--- config.mk ---
export PLATFORM = sky130hd
export DESIGN_NAME = cond_eval
export DESIGN_NICKNAME = d
export VERILOG_FILES = /design/src/rtl/cond_eval_pkg.sv /design/src/rtl/cc_group_select.sv /design/src/rtl/flag_cond_test.sv /design/src/rtl/reg_zero_test.sv /design/src/rtl/cond_eval.sv
export SDC_FILE = /design/constraint.sdc
export NUM_CORES = 1
export LEC_CHECK = 0
export BUFFER_PORTS_ARGS = -buffer_cell sky130_fd_sc_hd__buf_2
export CORE_UTILIZATION = 32
export DETAILED_ROUTE_END_ITERATION = 8
export GPL_ROUTABILITY_DRIVEN = 1
export PLACE_DENSITY = 0.94
export SLEW_MARGIN = 40
export SYNTH_ARGS = -nofsm -noshare
export SYNTH_HDL_FRONTEND = slang
export SYNTH_SLANG_ARGS = --single-unit
--- constraint.sdc ---
create_clock -name vclk -period 3.6
set_clock_uncertainty 0.1 [all_clocks]
set_input_delay 0.18 -clock vclk [all_inputs]
set_output_delay 0.18 -clock vclk [all_outputs]
set_load 0.01 [all_outputs]
--- src/rtl/cond_eval_pkg.sv ---
package cond_eval_pkg;
   localparam int FLAG_W = 4;
   localparam int COND_W = 4;
   localparam int SEL_W  = 3;
   localparam int NUM_BASE = 1 << (COND_W - 1);

   typedef enum logic [1:0] {
      MODE_BRANCH = 2'd0,
      MODE_MOVE   = 2'd1,
      MODE_TRAP   = 2'd2,
      MODE_REG    = 2'd3
   } eval_mode_e;

   typedef struct packed {
      logic neg;
      logic zero;
      logic ovf;
      logic cry;
   } flags_t;
endpackage

--- src/rtl/cc_group_select.sv ---
module cc_group_select
   import cond_eval_pkg::*;
(
   input  eval_mode_e         mode_i,
   input  logic [SEL_W-1:0]   sel_i,
   input  flags_t             grp32_i,
   input  flags_t             grp64_i,
   output flags_t             grp_o,
   output logic               bad_sel_o,
   output logic               fpd_o
);
   always_comb begin
      grp_o     = grp32_i;
      bad_sel_o = 1'b0;
      fpd_o     = 1'b0;
      unique case (mode_i)
         MODE_MOVE: begin
            if (!sel_i[2])       fpd_o     = 1'b1;
            else if (sel_i[0])   bad_sel_o = 1'b1;
            else if (sel_i[1])   grp_o     = grp64_i;
         end
         MODE_BRANCH, MODE_TRAP: begin
            if (sel_i[0])        bad_sel_o = 1'b1;
            else if (sel_i[1])   grp_o     = grp64_i;
         end
         default: ;
      endcase
   end
endmodule

--- src/rtl/flag_cond_test.sv ---
module flag_cond_test
   import cond_eval_pkg::*;
(
   input  flags_t             flags_i,
   input  logic [COND_W-1:0]  cond_i,
   output logic               pass_o
);
   localparam int NUM_CODES = 2 * NUM_BASE;

   logic [NUM_BASE-1:0]  base;
   logic [NUM_CODES-1:0] table_v;

   always_comb begin
      base    = '0;
      base[1] = flags_i.zero;
      base[3] = flags_i.neg ^ flags_i.ovf;
      base[2] = flags_i.zero | base[3];
      base[4] = flags_i.cry | flags_i.zero;
      base[5] = flags_i.cry;
      base[6] = flags_i.neg;
      base[7] = flags_i.ovf;
   end

   for (genvar k = 0; k < NUM_CODES; k++) begin : g_code
      if (k < NUM_BASE) begin : g_pos
         assign table_v[k] = base[k];
      end else begin : g_neg
         assign table_v[k] = ~base[k-NUM_BASE];
      end
   end

   assign pass_o = table_v[cond_i];
endmodule

--- src/rtl/reg_zero_test.sv ---
module reg_zero_test #(
   parameter int DATA_W = 64
) (
   input  logic [DATA_W-1:0] val_i,
   input  logic [2:0]        rcond_i,
   output logic              pass_o,
   output logic              bad_o
);
   if (DATA_W < 2) begin : g_width_check
      $error("reg_zero_test: DATA_W must be at least 2");
   end

   logic is_zero;
   logic is_neg;
   logic hit;

   assign is_zero = (val_i == '0);
   assign is_neg  = val_i[DATA_W-1];

   always_comb begin
      unique case (rcond_i[1:0])
         2'd1:    hit = is_zero;
         2'd2:    hit = is_zero | is_neg;
         2'd3:    hit = is_neg;
         default: hit = 1'b0;
      endcase
   end

   assign bad_o  = (rcond_i[1:0] == 2'd0);
   assign pass_o = !bad_o && (rcond_i[2] ? !hit : hit);
endmodule

--- src/rtl/cond_eval.sv ---
module cond_eval
   import cond_eval_pkg::*;
#(
   parameter int DATA_W = 64
) (
   input  logic [1:0]        mode,
   input  logic [2:0]        grp_sel,
   input  logic [3:0]        cond,
   input  logic [3:0]        flags32,
   input  logic [3:0]        flags64,
   input  logic [DATA_W-1:0] reg_val,
   output logic              taken,
   output logic              trap_req,
   output logic              illegal,
   output logic              fp_disabled
);
   eval_mode_e mode_e;
   flags_t     grp;
   logic       sel_bad, sel_fpd, flag_pass, reg_pass, reg_bad;
   logic       is_reg, pass, fault;

   assign mode_e = eval_mode_e'(mode);
   assign is_reg = (mode_e == MODE_REG);

   cc_group_select u_sel (
      .mode_i    (mode_e),
      .sel_i     (grp_sel),
      .grp32_i   (flags_t'(flags32)),
      .grp64_i   (flags_t'(flags64)),
      .grp_o     (grp),
      .bad_sel_o (sel_bad),
      .fpd_o     (sel_fpd)
   );

   flag_cond_test u_flag (
      .flags_i (grp),
      .cond_i  (cond),
      .pass_o  (flag_pass)
   );

   reg_zero_test #(.DATA_W(DATA_W)) u_reg (
      .val_i   (reg_val),
      .rcond_i (cond[2:0]),
      .pass_o  (reg_pass),
      .bad_o   (reg_bad)
   );

   assign fp_disabled = !is_reg && sel_fpd;
   assign illegal     = is_reg ? reg_bad : sel_bad;
   assign fault       = illegal | fp_disabled;
   assign pass        = (is_reg ? reg_pass : flag_pass) && !fault;
   assign trap_req    = pass && (mode_e == MODE_TRAP);
   assign taken       = pass && (mode_e != MODE_TRAP);
endmodule

==> results of run 1 <==
## area by class of cell
cell class	instances	area share, %
multi-input combinational	68	51.0
tap	16	2.08
timing repair buffer	85	44.2
inverter	7	2.73
## critical path: stages
cell and delay, ps:
buf_2 130, nand2b_2 200, a21oi_2 240, mux4_2 530
o211a_1 250, o311a_4 140, nor4_2 260, buf_2 180
## worst min path at each step
stage,from,endpoint,slack (ps),cells past startpoint
3_5_place_dp,mode[1],fp_disabled,580,3
3_3_place_gp,mode[1],fp_disabled,570,3
4_1_cts,mode[1],fp_disabled,580,3
2_1_floorplan,mode[1],fp_disabled,310,1
6_report,mode[1],fp_disabled,580,3
5_1_grt,mode[1],fp_disabled,600,3
## cells in the mapped netlist (2+ instances only)
| library cell | count | area (um2) |
|---|---|---|
| a31oi_1 | 2 | 12.5 |
| nor2_1 | 3 | 11.3 |
| nor2b_1 | 2 | 12.5 |
| nand2b_1 | 3 | 18.8 |
| nand4_1 | 2 | 12.5 |
| nor4_1 | 17 | 106 |
| and2_1 | 2 | 12.5 |
| nand2_1 | 4 | 15.0 |
| xor2_1 | 3 | 26.3 |
| nand3_1 | 3 | 15.0 |
| nor3_1 | 2 | 10.0 |
| inv_1 | 7 | 26.3 |
| o21ai_0 | 2 | 10.0 |
## layer usage
layer	vias to the layer above	global-route usage, %	wire length [um]
met5	-	0	0
met4	0	1.25	12
met3	2	3.02	171
met2	53	43.7	1060
met1	410	27.8	849
li1	485	-	-
## kinds of logic (layout without fill, tap and decap cells)
logic type             Yosys count  after routing  synth area share (%)
multiplexers                     1              1                  4.31
XOR/XNOR                         3              3                  5.02
buffers and inverters            8             92                  5.98
AND/OR/NAND/NOR                 45             45                  53.8
AO/OA/AOI/OAI                   19             19                  30.9
## power groups by stage
stage | Clock (mW) | Sequential, mW | Combinational [mW]
finish | 0 | 0 | 0.0933
CTS | 0 | 0 | 0.0934
floorplan | 0 | 0 | 0.0374
global route | 0 | 0 | 0.102
global placement | 0 | 0 | 0.0911
detailed placement | 0 | 0 | 0.0930
==> flow_summary.yaml, run 1 <==
status:
  status: "complete, no violations"
sta:
  maxSlewViolCount: 0
  post-route-min-period_ps: 2400
  whs_ps: 579
  fmax_mhz: 417
  worst_slack_ps: 1200
  grt_setup_unrepaired: "no"
  maxSlewHeadroom_pct: 74.5
  tns_ps: 0
  max_slew.worst_pin.slew_ps: 379
  hold_violations: 0
  finalCritPeriodShare_pct: 66.6
  setup_viol: 0
final_layout:
  final_cells: 176
  drive_above_1_share_pct: 58.1
  seq_cells: 0
  postLayoutCellArea_um2: 963
  clock_buffers: 0
  nFillCells: 143
  area_growth_pct: 84.2
  layout_commonest_cell: "buf_2"
  diodes: 0
  seqCellArea_um2: 0
  multiInputGateArea_um2: 492
  postLayoutCoreUtil_pct: 63.2
  layout.nets: 243
  final_cell_mix: "85 x buf_2, 17 x nor4_1, 7 x inv_1"
power_and_ir_drop:
  power.internal_uw: 51.9
  leakage_nw: 0.513
  power_density_mw_per_mm2: 96.9
  p_seq_share_pct: 0
  netSwitchingPower_uw: 41.4
  finalPower_uw: 93.3
  vdd_drop_max_mv: 0.0403
  combPwrFrac_pct: 100.0
  pwr-share-clk_pct: 0
  switching_share_pct: 44.3
route:
  wl_per_cell_um: 11.9
  drtPass1Iterations: 4
  viasPerCell: 5.40
  ant_nets: 0
  drt-initial-drc-count: 14
  wl_um: 2100
  drc_errors: 0
  vias: 950
global_route:
  grtUsageTotal_pct: 22.8
  grt_pass1_wl_um: 3380
  grt_pass1_vias: 843
  antenna_found_initial: 0
  gr-total-overflow: 0
  grt_max_degree: 11
worst_setup_path:
  cp-end-kind: "output port"
  path_max_fanout: 7
  endpoint: "trap_req"
  startpoint: "mode[1]"
  start_kind: "input pin"
  cp_data_required_time_ps: 3320
  critPathArrivalTime_ps: 2120
  path_class: "in -> out"
place:
  numPortBuffers: 85
  dp_slack_ps: 1230
  dp_hpwl_um: 1940
  gp_congestion: 0.948
  place_inst: 176
  postPlaceCellArea_um2: 963
logic_synthesis:
  ys_types: 37
  syn_inst: 76
  ys_seq_area_share_pct: 0
  synth.avg_cell_area_um2: 6.88
  ys_warn_count: 0
  synth_fp_nets: 157
  syn_area_um2: 523
floorplanning:
  ios: 85
  core-area_mm2: 0.00152
  num_rows: 14
  fp.dieW_um: 42.4
  dieArea_mm2: 0.00180
  initial_core_util_pct: 34.3
  die_h_um: 42.4
clocking:
  cts_hold_buf: 0
  cts_resized: 0
  postCtsSetupBuffers: 0
job:
  maxCapViolCount: 0
min_path:
  hold_class: "in -> out"
(Power assumes the default switching activity.)
==> inputs of run 2 (changes only) <==
--- a/config.mk
+++ b/config.mk
@@ -6,10 +6,11 @@
 export NUM_CORES = 1
 export LEC_CHECK = 0
 export BUFFER_PORTS_ARGS = -buffer_cell sky130_fd_sc_hd__buf_2
-export CORE_UTILIZATION = 32
+export CORE_ASPECT_RATIO = 0.75
+export CORE_UTILIZATION = 27
 export DETAILED_ROUTE_END_ITERATION = 8
 export GPL_ROUTABILITY_DRIVEN = 1
-export PLACE_DENSITY = 0.94
+export PLACE_DENSITY = 0.85
 export SLEW_MARGIN = 40
 export SYNTH_ARGS = -nofsm -noshare
 export SYNTH_HDL_FRONTEND = slang
==> constraint.sdc (replaced) <==
create_clock -name vclk -period 2.2
set_clock_uncertainty 0.1 [all_clocks]
set_input_delay 0.11 -clock vclk [all_inputs]
set_output_delay 0.11 -clock vclk [all_outputs]
set_load 0.01 [all_outputs]
==> flow_summary.yaml, run 2 (synthesized netlist as in run 1, its figures left out) <==
status:
  status: "complete, no violations"
sta:
  max_slew.worst_pin.slew_ps: 421
  grt_setup_unrepaired: "no"
  post-route-min-period_ps: 2110
  hold_violations: 0
  maxSlewViolCount: 0
  finalCritPeriodShare_pct: 95.9
  tns_ps: 0
  setup_viol: 0
  fmax_mhz: 474
  maxSlewHeadroom_pct: 71.7
global_route:
  grtUsageTotal_pct: 21.5
  gr-total-overflow: 0
  grt_pass1_wl_um: 3420
  grt_max_degree: 10
  antenna_found_initial: 0
  grt_pass1_vias: 894
power_and_ir_drop:
  power_density_mw_per_mm2: 162
  vdd_drop_max_mv: 0.0717
  pwr-share-clk_pct: 0
  combPwrFrac_pct: 100.0
  p_seq_share_pct: 0
  leakage_nw: 0.541
  power.internal_uw: 91.2
  switching_share_pct: 44.9
  finalPower_uw: 166
  netSwitchingPower_uw: 74.3
final_layout:
  layout.nets: 246
  seq_cells: 0
  nFillCells: 161
  area_growth_pct: 95.5
  clock_buffers: 0
  multiInputGateArea_um2: 520
  seqCellArea_um2: 0
  final_cell_mix: "85 x buf_2, 17 x nor4_1, 7 x inv_1"
  diodes: 0
  drive_above_1_share_pct: 59.5
  layout_commonest_cell: "buf_2"
route:
  wl_per_cell_um: 12.9
  drtPass1Iterations: 4
  drt-initial-drc-count: 17
  viasPerCell: 5.31
  drc_errors: 0
  wl_um: 2390
  ant_nets: 0
  vias: 982
floorplanning:
  die_h_um: 40.1
  fp.dieW_um: 52.8
  core-area_mm2: 0.00177
  ios: 85
  initial_core_util_pct: 29.5
  num_rows: 13
  dieArea_mm2: 0.00212
worst_setup_path:
  cp-end-kind: "output port"
  path_class: "in -> out"
  path_max_fanout: 3
  start_kind: "input pin"
  cp_data_required_time_ps: 1990
  critPathArrivalTime_ps: 1900
min_path:
  min_path_cells: 4
  hold_class: "in -> out"
place:
  dp_hpwl_um: 2130
  numPortBuffers: 85
  gp_congestion: 0.831
clocking:
  cts_hold_buf: 0
job:
  maxCapViolCount: 0
==> run 2: cell count changes in the layout (fill, tap and decap cells not counted) <==
cell      change
nand2b_1      -1
nor4_2        -1
a21oi_2       -1
nand2b_2      -1
nor4_4        +1
nand2b_4      +2
a21oi_4       +1
buf_4         +3
==> run 2: path summary, 6_finish.rpt <==
check	start	to
max	mode[1]	taken
min	mode[1]	fp_disabled
==> run 2: power groups by stage <==
stage	Clock [mW]	Combinational, mW	Sequential, mW
6_report	0	0.166	0
5_1_grt	0	0.181	0
4_1_cts	0	0.158	0
3_5_place_dp	0	0.158	0
3_3_place_gp	0	0.152	0
2_1_floorplan	0	0.0612	0
==> run 2: timing repair <==
action | CTS | global route
buffers inserted | 0 | 0
pin swaps | 1 | 0
endpoints found under the setup margin | 1 | 2
gates resized for setup | 0 | 4
==> run 2: area by class of cell <==
type               instances  share of cell area (%)
well taps                 22                    2.69
multi-input cells         68                    50.9
repair buffers            88                    43.8
inverters                  7                    2.57
==> run 2: routing by layer <==
layer	GRT usage (%)	share of wire, %	vias to the layer above
li1	-	-	489
met1	20.8	37	435
met2	48.4	53	52
met3	1.52	7.5	6
met4	7.24	1.9	0
met5	0	0	-
==> run 2: per-stage QoR <==
stage                     utilization, %  hold slack [ps]  setup WS (ps)  cell area [um2]  cells
after floorplan                        -              168            256              523     76
after global placement              56.0              489            104              993    185
after detailed placement            56.0              497           3.17              993    185
after CTS                           56.0              495           12.3              993    185
after global routing                57.7              541           18.0             1020    185
final                               57.7              511           90.7             1020    185
==> run 2: worst max-delay path, cell delays in order <==
cell      delay (ps)
buf_2            110
nand2b_4         150
a21oi_4          140
mux4_2           520
o211a_1          260
o311a_4          150
nor4b_2          280
buf_2            180
==> inputs of run 3 (changes only) <==
--- a/config.mk
+++ b/config.mk
@@ -6,11 +6,13 @@
 export NUM_CORES = 1
 export LEC_CHECK = 0
 export BUFFER_PORTS_ARGS = -buffer_cell sky130_fd_sc_hd__buf_2
+export CELL_PAD_IN_SITES_DETAIL_PLACEMENT = 1
+export CELL_PAD_IN_SITES_GLOBAL_PLACEMENT = 1
 export CORE_ASPECT_RATIO = 0.75
-export CORE_UTILIZATION = 27
+export CORE_UTILIZATION = 15
 export DETAILED_ROUTE_END_ITERATION = 8
 export GPL_ROUTABILITY_DRIVEN = 1
-export PLACE_DENSITY = 0.85
+export PLACE_DENSITY = 0.84
 export SLEW_MARGIN = 40
 export SYNTH_ARGS = -nofsm -noshare
 export SYNTH_HDL_FRONTEND = slang
==> constraint.sdc (replaced) <==
create_clock -name vclk -period 1.9
set_clock_uncertainty 0.1 [all_clocks]
set_input_delay 0.095 -clock vclk [all_inputs]
set_output_delay 0.095 -clock vclk [all_outputs]
set_load 0.01 [all_outputs]
==> flow_summary.yaml, run 3 (synthesized netlist as in run 1, its figures left out) <==
status:
  status: "finished with violations"
  violations: "negative setup slack"
power_and_ir_drop:
  switching_share_pct: 44.1
  power_density_mw_per_mm2: 189
  power.internal_uw: 128
  vdd_drop_max_mv: 0.0501
  leakage_nw: 0.612
  combPwrFrac_pct: 100.0
  p_seq_share_pct: 0
  pwr-share-clk_pct: 0
  netSwitchingPower_uw: 101
worst_setup_path:
  start_kind: "input pin"
  slowest_stage: "mux4_2"
  critPathArrivalTime_ps: 1800
  critPathMaxStageDelay_ps: 520
  cp_data_required_time_ps: 1700
  cp-end-kind: "output port"
  path_class: "in -> out"
  worst-path-buf-inv: 2
  path_cells: "buf_6 -> nand2b_4 -> a21oi_4 -> mux4_2 -> o211a_1 -> o311a_4 -> nor4b_4 -> buf_2"
  path_max_fanout: 2
  critical_path.top_delay_family: "compound AO/OA/AOI/OAI gates"
floorplanning:
  fp.dieW_um: 70.2
  dieArea_mm2: 0.00373
  core-area_mm2: 0.00331
  num_rows: 18
  initial_core_util_pct: 15.8
  die_h_um: 53.1
  ios: 85
global_route:
  grtUsageTotal_pct: 14.5
  grt_pass1_vias: 995
  antenna_found_initial: 0
  gr-total-overflow: 0
  grt_pass1_wl_um: 4350
  grt_max_degree: 10
route:
  ant_nets: 0
  wl_um: 2840
  drc_errors: 0
  drt-initial-drc-count: 20
  viasPerCell: 4.80
  drtPass1Iterations: 4
  vias: 1031
  wl_per_cell_um: 13.2
place:
  postPlaceCellArea_mm2: 0.00110
  gp_congestion: 0.829
  numPortBuffers: 85
  dp_hpwl_um: 2540
sta:
  setup_viol: 1
  maxSlewHeadroom_pct: 74.7
  fmax_mhz: 500
  max_slew.worst_pin.slew_ps: 369
  grt_setup_unrepaired: "yes"
  finalCritPeriodShare_pct: 105
  whs_ps: 461
  worst_slack_ps: -98.2
  hold_violations: 0
  maxSlewViolCount: 0
  post-route-min-period_ps: 2000
min_path:
  hold_class: "in -> out"
  min_path_cells: 4
  min_to: "fp_disabled"
  min-delay-start: "mode[1]"
final_layout:
  drive_above_1_share_pct: 66.9
  diodes: 0
  postLayoutCoreUtil_pct: 36.5
  postLayoutCellArea_mm2: 0.00121
  layout.nets: 258
  final_cell_mix: "83 x buf_2, 15 x buf_4, 11 x nor4_1"
  seqCellArea_um2: 0
  seq_cells: 0
  area_growth_pct: 131
  clock_buffers: 0
  layout_commonest_cell: "buf_2"
clocking:
  cts_hold_buf: 0
job:
  maxCapViolCount: 0
## run 3: cell count changes in the layout (fill, tap and decap cells not counted), moves of 2 or more
cell	previous run	this run
buf_6	0	2
nor4_1	17	11
nor4_2	0	5
buf_2	85	83
buf_4	3	15
## run 3: cell type report
| cell class | count | area (um2) |
|---|---|---|
| multi-input combinational | 68 | 583 |
| inverter | 7 | 26.3 |
| tap | 40 | 50.0 |
| fill | 448 | 2100 |
| timing repair buffer | 100 | 551 |
## run 3: worst max-delay path by stage
stage	from	end	slack, ps	depth (start not counted)
final	mode[1]	taken	-100	8
after floorplan	mode[1]	trap_req	-3	6
after detailed placement	mode[1]	taken	-250	8
after global routing	grp_sel[0]	taken	-160	8
after CTS	mode[1]	taken	-80	8
after global placement	mode[1]	taken	-190	8
## run 3: power groups by stage
stage	logic (mW)	clock network [mW]	registers, mW
2_1_floorplan	0.0752	0	0
4_1_cts	0.220	0	0
3_3_place_gp	0.202	0	0
3_5_place_dp	0.207	0	0
6_report	0.228	0	0
5_1_grt	0.248	0	0
## run 3: per-stage QoR
step	worst slack (ps)	TNS [ps]	cells	total power, mW
floorplan	-2.68	-2.68	76	0.0752
global placement	-189	-353	213	0.202
CTS	-83.1	-94.0	214	0.220
finish	-98.2	-98.2	215	0.228
detailed placement	-245	-469	213	0.207
global route	-160	-264	215	0.248
## run 3: repair_timing
item	CTS	global route
hold endpoints to repair	0	0
pin swaps	8	6
buffers inserted	2	1
setup endpoints to repair	2	2
gates resized for setup	10	6
cloned	0	0
## run 3: metal layers
metal | vias to the layer above | GRT usage, % | wire length [um] | part of all wire, %
li1 | 515 | - | - | -
met1 | 463 | 16.9 | 1230 | 43
met2 | 51 | 29.6 | 1370 | 48
met3 | 2 | 1.90 | 224 | 7.9
met4 | 0 | 1.00 | 21 | 0.74
met5 | - | 0 | 0 | 0
